`config.mk`:
```
export PLATFORM = sky130hd
export DESIGN_NAME = pwm_timebase
export DESIGN_NICKNAME = d
export VERILOG_FILES = /design/src/rtl/pwm_tb_pkg.sv /design/src/rtl/pwm_tb_ctrl.sv /design/src/rtl/pwm_tb_dpath.sv /design/src/rtl/pwm_timebase.sv
export SDC_FILE = /design/constraint.sdc
export NUM_CORES = 1
export LEC_CHECK = 0
export ABC_AREA = 1
export BUFFER_PORTS_ARGS = -buffer_cell sky130_fd_sc_hd__buf_2
export CORE_MARGIN = 2
export CORE_UTILIZATION = 46
export DETAILED_ROUTE_END_ITERATION = 6
export MAX_ROUTING_LAYER = met4
export PLACE_DENSITY_LB_ADDON = 0.2
export SLEW_MARGIN = 20
export SYNTH_ARGS = -nofsm -noshare
export SYNTH_HDL_FRONTEND = slang
export SYNTH_HIERARCHICAL = 1
export SYNTH_SLANG_ARGS = --single-unit
```
`constraint.sdc`:
```
create_clock -name clk -period 9.9 [get_ports clk]
set_input_delay 1.98 -clock clk [delete_from_list [all_inputs] [get_ports clk]]
set_output_delay 1.98 -clock clk [all_outputs]
set_load 0.02 [all_outputs]
```
`src/rtl/pwm_tb_pkg.sv`:
```
package pwm_tb_pkg;

  typedef enum logic [1:0] {
    CNT_UP     = 2'b00,
    CNT_DOWN   = 2'b01,
    CNT_UPDOWN = 2'b10,
    CNT_FREEZE = 2'b11
  } cntMode_e;

  typedef enum logic [1:0] {
    RUN_HALT     = 2'b00,
    RUN_TO_ZERO  = 2'b01,
    RUN_FREE     = 2'b10,
    RUN_FREE_ALT = 2'b11
  } runMode_e;

  // strobes and settings passed from control to datapath
  typedef struct packed {
    logic     tick;
    cntMode_e mode;
    runMode_e run;
    logic     prdImm;
  } tbCtl_t;

endpackage

```
`src/rtl/pwm_tb_ctrl.sv`:
```
module pwm_tb_ctrl
  import pwm_tb_pkg::*;
#(
  parameter int DIVA_W = 3,
  parameter int DIVB_W = 3
) (
  input  logic              clk,
  input  logic              rstN,
  input  logic              ctrlWe,
  input  logic [1:0]        ctrlMode,
  input  logic [DIVA_W-1:0] ctrlDivA,
  input  logic [DIVB_W-1:0] ctrlDivB,
  input  logic              ctrlPrdImm,
  input  logic [1:0]        ctrlRun,
  output tbCtl_t            ctl
);
  // widest divide: 2^(2^DIVA_W-1) * 2*(2^DIVB_W-1)
  localparam int PRE_W = (1 << DIVA_W) - 1 + DIVB_W + 2;

  cntMode_e          modeQ;
  runMode_e          runQ;
  logic [DIVA_W-1:0] divAQ;
  logic [DIVB_W-1:0] divBQ;
  logic              immQ;
  logic [PRE_W-1:0]  preCnt;
  logic [PRE_W-1:0]  evenFactor;
  logic [PRE_W-1:0]  divFactor;
  logic [PRE_W-1:0]  divM1;
  logic              tick;

  always_ff @(posedge clk) begin
    if (!rstN) begin
      modeQ <= CNT_UP;
      runQ  <= RUN_HALT;
      divAQ <= '0;
      divBQ <= '0;
      immQ  <= 1'b0;
    end else if (ctrlWe) begin
      modeQ <= cntMode_e'(ctrlMode);
      runQ  <= runMode_e'(ctrlRun);
      divAQ <= ctrlDivA;
      divBQ <= ctrlDivB;
      immQ  <= ctrlPrdImm;
    end
  end

  always_comb begin
    if (divBQ == '0) evenFactor = PRE_W'(1);
    else             evenFactor = PRE_W'(divBQ) << 1;
    divFactor = evenFactor << divAQ;
    divM1     = divFactor - PRE_W'(1);
  end

  // >= so a shrinking divide never strands the counter above its limit
  assign tick = (preCnt >= divM1);

  always_ff @(posedge clk) begin
    if (!rstN)     preCnt <= '0;
    else if (tick) preCnt <= '0;
    else           preCnt <= preCnt + PRE_W'(1);
  end

  always_comb begin
    ctl.tick   = tick;
    ctl.mode   = modeQ;
    ctl.run    = runQ;
    ctl.prdImm = immQ;
  end

endmodule

```
`src/rtl/pwm_tb_dpath.sv`:
```
module pwm_tb_dpath
  import pwm_tb_pkg::*;
#(
  parameter int CNT_W = 16
) (
  input  logic             clk,
  input  logic             rstN,
  input  tbCtl_t           ctl,
  input  logic             prdWe,
  input  logic [CNT_W-1:0] prdData,
  output logic [CNT_W-1:0] count,
  output logic [CNT_W-1:0] prdAct,
  output logic             zeroEvt,
  output logic             prdEvt
);
  localparam logic [CNT_W-1:0] ONE = CNT_W'(1);

  logic [CNT_W-1:0] prdShadow;
  logic [CNT_W-1:0] nxtCnt;
  logic             dirUp;
  logic             nxtDir;
  logic             advance;
  logic             hitZero;

  always_comb begin
    advance = ctl.tick && (ctl.mode != CNT_FREEZE) &&
              (ctl.run[1] || (ctl.run == RUN_TO_ZERO && count != '0));
    nxtCnt  = count;
    nxtDir  = dirUp;
    unique case (ctl.mode)
      CNT_UP:   nxtCnt = (count >= prdAct) ? '0 : count + ONE;
      CNT_DOWN: nxtCnt = (count == '0) ? prdAct : count - ONE;
      CNT_UPDOWN: begin
        if (dirUp) begin
          if (count >= prdAct) begin
            nxtDir = 1'b0;
            nxtCnt = (count == '0) ? '0 : count - ONE;
          end else begin
            nxtCnt = count + ONE;
          end
        end else begin
          if (count == '0) begin
            nxtDir = 1'b1;
            nxtCnt = (prdAct == '0) ? '0 : ONE;
          end else begin
            nxtCnt = count - ONE;
          end
        end
      end
      default: nxtCnt = count;
    endcase
    if (ctl.mode != CNT_UPDOWN) nxtDir = 1'b1;
    hitZero = advance && (nxtCnt == '0);
  end

  always_ff @(posedge clk) begin
    if (!rstN) begin
      count     <= '0;
      dirUp     <= 1'b1;
      zeroEvt   <= 1'b0;
      prdEvt    <= 1'b0;
      prdAct    <= '0;
      prdShadow <= '0;
    end else begin
      if (advance) count <= nxtCnt;
      if (advance || ctl.mode != CNT_UPDOWN) dirUp <= nxtDir;
      zeroEvt <= hitZero;
      prdEvt  <= advance && (nxtCnt == prdAct);
      if (prdWe && ctl.prdImm) prdAct <= prdData;
      else if (hitZero)        prdAct <= prdShadow;
      if (prdWe) prdShadow <= prdData;
    end
  end

endmodule

```
`src/rtl/pwm_timebase.sv`:
```
module pwm_timebase
  import pwm_tb_pkg::*;
#(
  parameter int CNT_W  = 16,
  parameter int DIVA_W = 3,
  parameter int DIVB_W = 3
) (
  input  logic              clk,
  input  logic              rstN,
  input  logic              ctrlWe,
  input  logic [1:0]        ctrlMode,
  input  logic [DIVA_W-1:0] ctrlDivA,
  input  logic [DIVB_W-1:0] ctrlDivB,
  input  logic              ctrlPrdImm,
  input  logic [1:0]        ctrlRun,
  input  logic              prdWe,
  input  logic [CNT_W-1:0]  prdData,
  output logic [CNT_W-1:0]  count,
  output logic              zeroEvt,
  output logic              prdEvt
);
  tbCtl_t           ctlS;
  logic [CNT_W-1:0] prdAct;

  pwm_tb_ctrl #(.DIVA_W(DIVA_W), .DIVB_W(DIVB_W)) ctrl_i (
    .clk       (clk),
    .rstN      (rstN),
    .ctrlWe    (ctrlWe),
    .ctrlMode  (ctrlMode),
    .ctrlDivA  (ctrlDivA),
    .ctrlDivB  (ctrlDivB),
    .ctrlPrdImm(ctrlPrdImm),
    .ctrlRun   (ctrlRun),
    .ctl       (ctlS)
  );

  pwm_tb_dpath #(.CNT_W(CNT_W)) dpath_i (
    .clk    (clk),
    .rstN   (rstN),
    .ctl    (ctlS),
    .prdWe  (prdWe),
    .prdData(prdData),
    .count  (count),
    .prdAct (prdAct),
    .zeroEvt(zeroEvt),
    .prdEvt (prdEvt)
  );

endmodule

```
==> results.py <==
metrics = {
    "status": {
        "status": "finished clean",
    },
    "clock_tree": {
        "clk_pin_slew_ns": 0.06,
        "postCtsResizedCells": 0,
        "cts_tree": "yes",
        "holdBufCountCts": 0,
        "clk_latency_ns": 0.34,
        "root_buffer": "clkbuf_16",
        "cts.sinks": 74,
        "post_cts_buffers": 0,
        "htree_num_levels": 3,
        "cts_buffer_depth": 2,
        "cts-buffers-inserted": 9,
    },
    "timing": {
        "fin_skew_ns": 0.00680,
        "final.setup.tns_ns": 0,
        "grt_setup_unrepaired": "false",
        "slew_headroom_pct": 29.3,
        "slew_viol_final": 0,
        "setup_viol": 0,
        "fmax_mhz": 244,
        "hold_viol": 0,
        "finalCritPeriodShare_pct": 41.4,
        "tightest_slew_ns": 1.06,
        "finalCriticalPeriod_ns": 4.10,
    },
    "floorplanning": {
        "pin_count": 49,
        "die_area_sq_um": 15100,
        "start_util_pct": 46.9,
        "die_x_um": 123,
        "core_area_sq_um": 13900,
        "die_y_um": 123,
        "row_count": 43,
    },
    "place": {
        "placed_area_sq_um": 6740,
        "gp_congestion": 0.976,
        "hpwlAfterDp_um": 13700,
        "portBuffers": 48,
        "place_inst": 1241,
    },
    "setup_path": {
        "max_stage_delay_ns": 0.52,
        "crit-reg2reg-launch": "ctrl_i/divAQ[0]$_SDFFE_PN0P_",
        "reg2reg_depth": 25,
        "crit_path_end_kind": "flip-flop",
        "critical_path.most_common_cell": "nand2_1",
        "rrSetupSlack_ns": 5.80,
        "cp_max_fo": 33,
        "crit_family": "simple AND/OR/NAND/NOR gates",
        "crit_type": "reg2reg",
        "slowest_stage": "dfxtp_1",
        "cp.required_ns": 10.13,
        "worstPathArrival_ns": 4.33,
        "start_kind": "flip-flop",
        "reg2reg_to": "dpath_i/prdAct[5]$_SDFFE_PN0P_",
        "cp_num_buf_inv": 3,
    },
    "yosys": {
        "yosys.area_share.xor_xnor_pct": 3.76,
        "synthSimpleGateAreaFrac_pct": 41.8,
        "synth_fp_nets": 1118,
        "synth_seq_cells": 74,
        "avgSynthCellArea_sq_um": 6.18,
        "yosys_warnings": 6,
        "synth-main-ff-cell": "dfxtp_1",
        "synth-compound-area-share_pct": 12.7,
        "synth_edf_count": 0,
        "synthAdderAreaFrac_pct": 6.34,
        "synthMuxAreaShare_pct": 0.346,
        "synth_cell_types": 41,
        "synth_top_family_by_area": "simple AND/OR/NAND/NOR gates",
        "syn_inst": 1054,
        "synth_area_sq_um": 6520,
        "async_reset_ff_share_pct": 0,
        "ys_seq_area_share_pct": 22.7,
    },
    "global_routing": {
        "met1_usage_pct": 36.5,
        "grt_pass1_wl_um": 30200,
        "grt_max_degree": 63,
        "grt_util_met2_pct": 36.6,
        "globalRouteTotalUtil_pct": 26.1,
        "gr-total-overflow": 0,
        "gr-usage-met3_pct": 4.80,
        "grt_pass1_vias": 5952,
        "antenna_found_initial": 0,
        "grt-busiest-layer": "met2",
    },
    "final_layout": {
        "fin_util_pct": 50.6,
        "layout_commonest_cell": "nand2_1",
        "fin_area_sq_um": 7030,
        "final-instance-count-excl-fill": 1256,
        "area_growth_pct": 7.89,
        "antennaDiodeCount": 0,
        "drive_above_1_share_pct": 14.0,
        "final_cell_mix": "nand2_1 (259), inv_1 (127), nor2_1 (105), nand3_1 (83), dfxtp_1 (74)",
        "nets": 1136,
    },
    "power_and_ir_drop": {
        "pwr_density_cell_nw_per_um2": 130,
        "peakVddDrop_mv": 0.130,
        "finalPower_uw": 912,
        "p_leak_nw": 3.70,
    },
    "routing": {
        "wire_per_inst_um": 14.7,
        "ant_nets": 0,
        "drc": 0,
        "vias": 6603,
        "routed_wl_um": 18400,
        "vias_per_cell": 5.26,
        "dr.pass1.iters": 5,
        "first_iter_violations": 454,
    },
    "min_path": {
        "hold_path_depth": 2,
        "worstHoldStart": "ctrl_i/preCnt[11]$_SDFF_PP0_",
        "hold_class": "reg2reg",
        "min_to": "ctrl_i/preCnt[11]$_SDFF_PP0_",
    },
    "run": {
        "drv_cap": 0,
    },
}
==> worst register-to-register path: stages (launching register included) <==
cell     delay, ns
dfxtp_1       0.52
nor2_2        0.10
nor2_4        0.15
nand4_1       0.16
ha_1          0.27
nand2_2       0.09
inv_2         0.05
nand2_2       0.07
nor2_4        0.04
xor2_1        0.13
ha_1          0.27
nand2_1       0.05
inv_1         0.06
nand3_1       0.09
nor3_1        0.15
nand2_1       0.09
nand3_1       0.09
inv_1         0.07
nor3_4        0.39
nand3_2       0.13
nor2_1        0.12
nand2_1       0.07
nor2_2        0.15
nand3_4       0.34
a21oi_1       0.29
nor2_1        0.07
==> metal layers <==
metal | up-vias | wire, um
met5 | - | 0
met4 | 0 | 467
met3 | 40 | 1380
met2 | 239 | 7730
met1 | 2879 | 8870
li1 | 3445 | -
==> synth_stat cells (14+ instances only) <==
library cell	instances	area [sq um]
a21oi_1	70	350
clkbuf_1	18	67.6
dfxtp_1	74	1480
ha_1	33	413
inv_1	127	477
nand2_1	260	976
nand2_2	14	87.6
nand3_1	83	415
nand3_2	22	220
nand4_1	38	238
nor2_1	105	394
nor2_2	15	93.8
o21ai_0	73	365
xor2_1	26	228
==> registers in the layout, summed over array words and instances, names as in the netlist <==
register           flops
dpath_i/count         16
dpath_i/prdAct        16
dpath_i/prdShadow     16
ctrl_i/preCnt         12
ctrl_i/divAQ           3
ctrl_i/divBQ           3
ctrl_i/modeQ           2
ctrl_i/runQ            2
ctrl_i/immQ            1
dpath_i/dirUp          1
dpath_i/prdEvt         1
dpath_i/zeroEvt        1
==> report_power, final <==
part	switching, mW	leakage [nW]	internal (mW)	total [mW]
Combinational	0.174	2.95	0.0877	0.262
Sequential	0.0153	0.606	0.311	0.327
Clock	0.123	0.142	0.200	0.323
Total	0.313	3.70	0.599	0.912
==> metrics by stage <==
stage	hold WS, ns	setup slack [ns]
finish	0.487	5.80
global route	0.510	5.31
CTS	0.487	5.82
detailed placement	0.474	5.83
global placement	0.467	5.96
floorplan	0.430	6.34
==> how the worst max path moves through the flow <==
stage,endpoint,startpoint,depth (start not counted),slack [ns]
global route,dpath_i/prdAct[4]$_SDFFE_PN0P_,ctrl_i/divAQ[0]$_SDFFE_PN0P_,26,5.31
finish,dpath_i/prdAct[5]$_SDFFE_PN0P_,ctrl_i/divAQ[0]$_SDFFE_PN0P_,25,5.80
CTS,dpath_i/prdAct[5]$_SDFFE_PN0P_,ctrl_i/divAQ[0]$_SDFFE_PN0P_,25,5.82
global placement,dpath_i/prdAct[0]$_SDFFE_PN0P_,ctrl_i/divAQ[0]$_SDFFE_PN0P_,25,5.96
floorplan,dpath_i/prdAct[0]$_SDFFE_PN0P_,ctrl_i/divAQ[0]$_SDFFE_PN0P_,29,6.34
detailed placement,dpath_i/prdAct[5]$_SDFFE_PN0P_,ctrl_i/divAQ[0]$_SDFFE_PN0P_,25,5.83
==> kinds of logic after synthesis <==
logic type                 count (synthesis)
and+or+nand+nor                          568
buffers and inverters                    188
AOI/OAI and AO/OA                        160
DFF                                       74
adders and majority gates                 33
xor gates and xnor gates                  28
muxes                                      2
other                                      1
==> layout make-up <==
type | instances | area [sq um]
timing repair buffer | 51 | 263
clock buffer | 12 | 246
inverter | 144 | 541
fill | 1472 | 6850
clock inverter | 3 | 40.0
multi-input combinational | 792 | 4230
tap | 180 | 225
sequential | 74 | 1480
No activity file was read; power rests on OpenSTA's default activity.
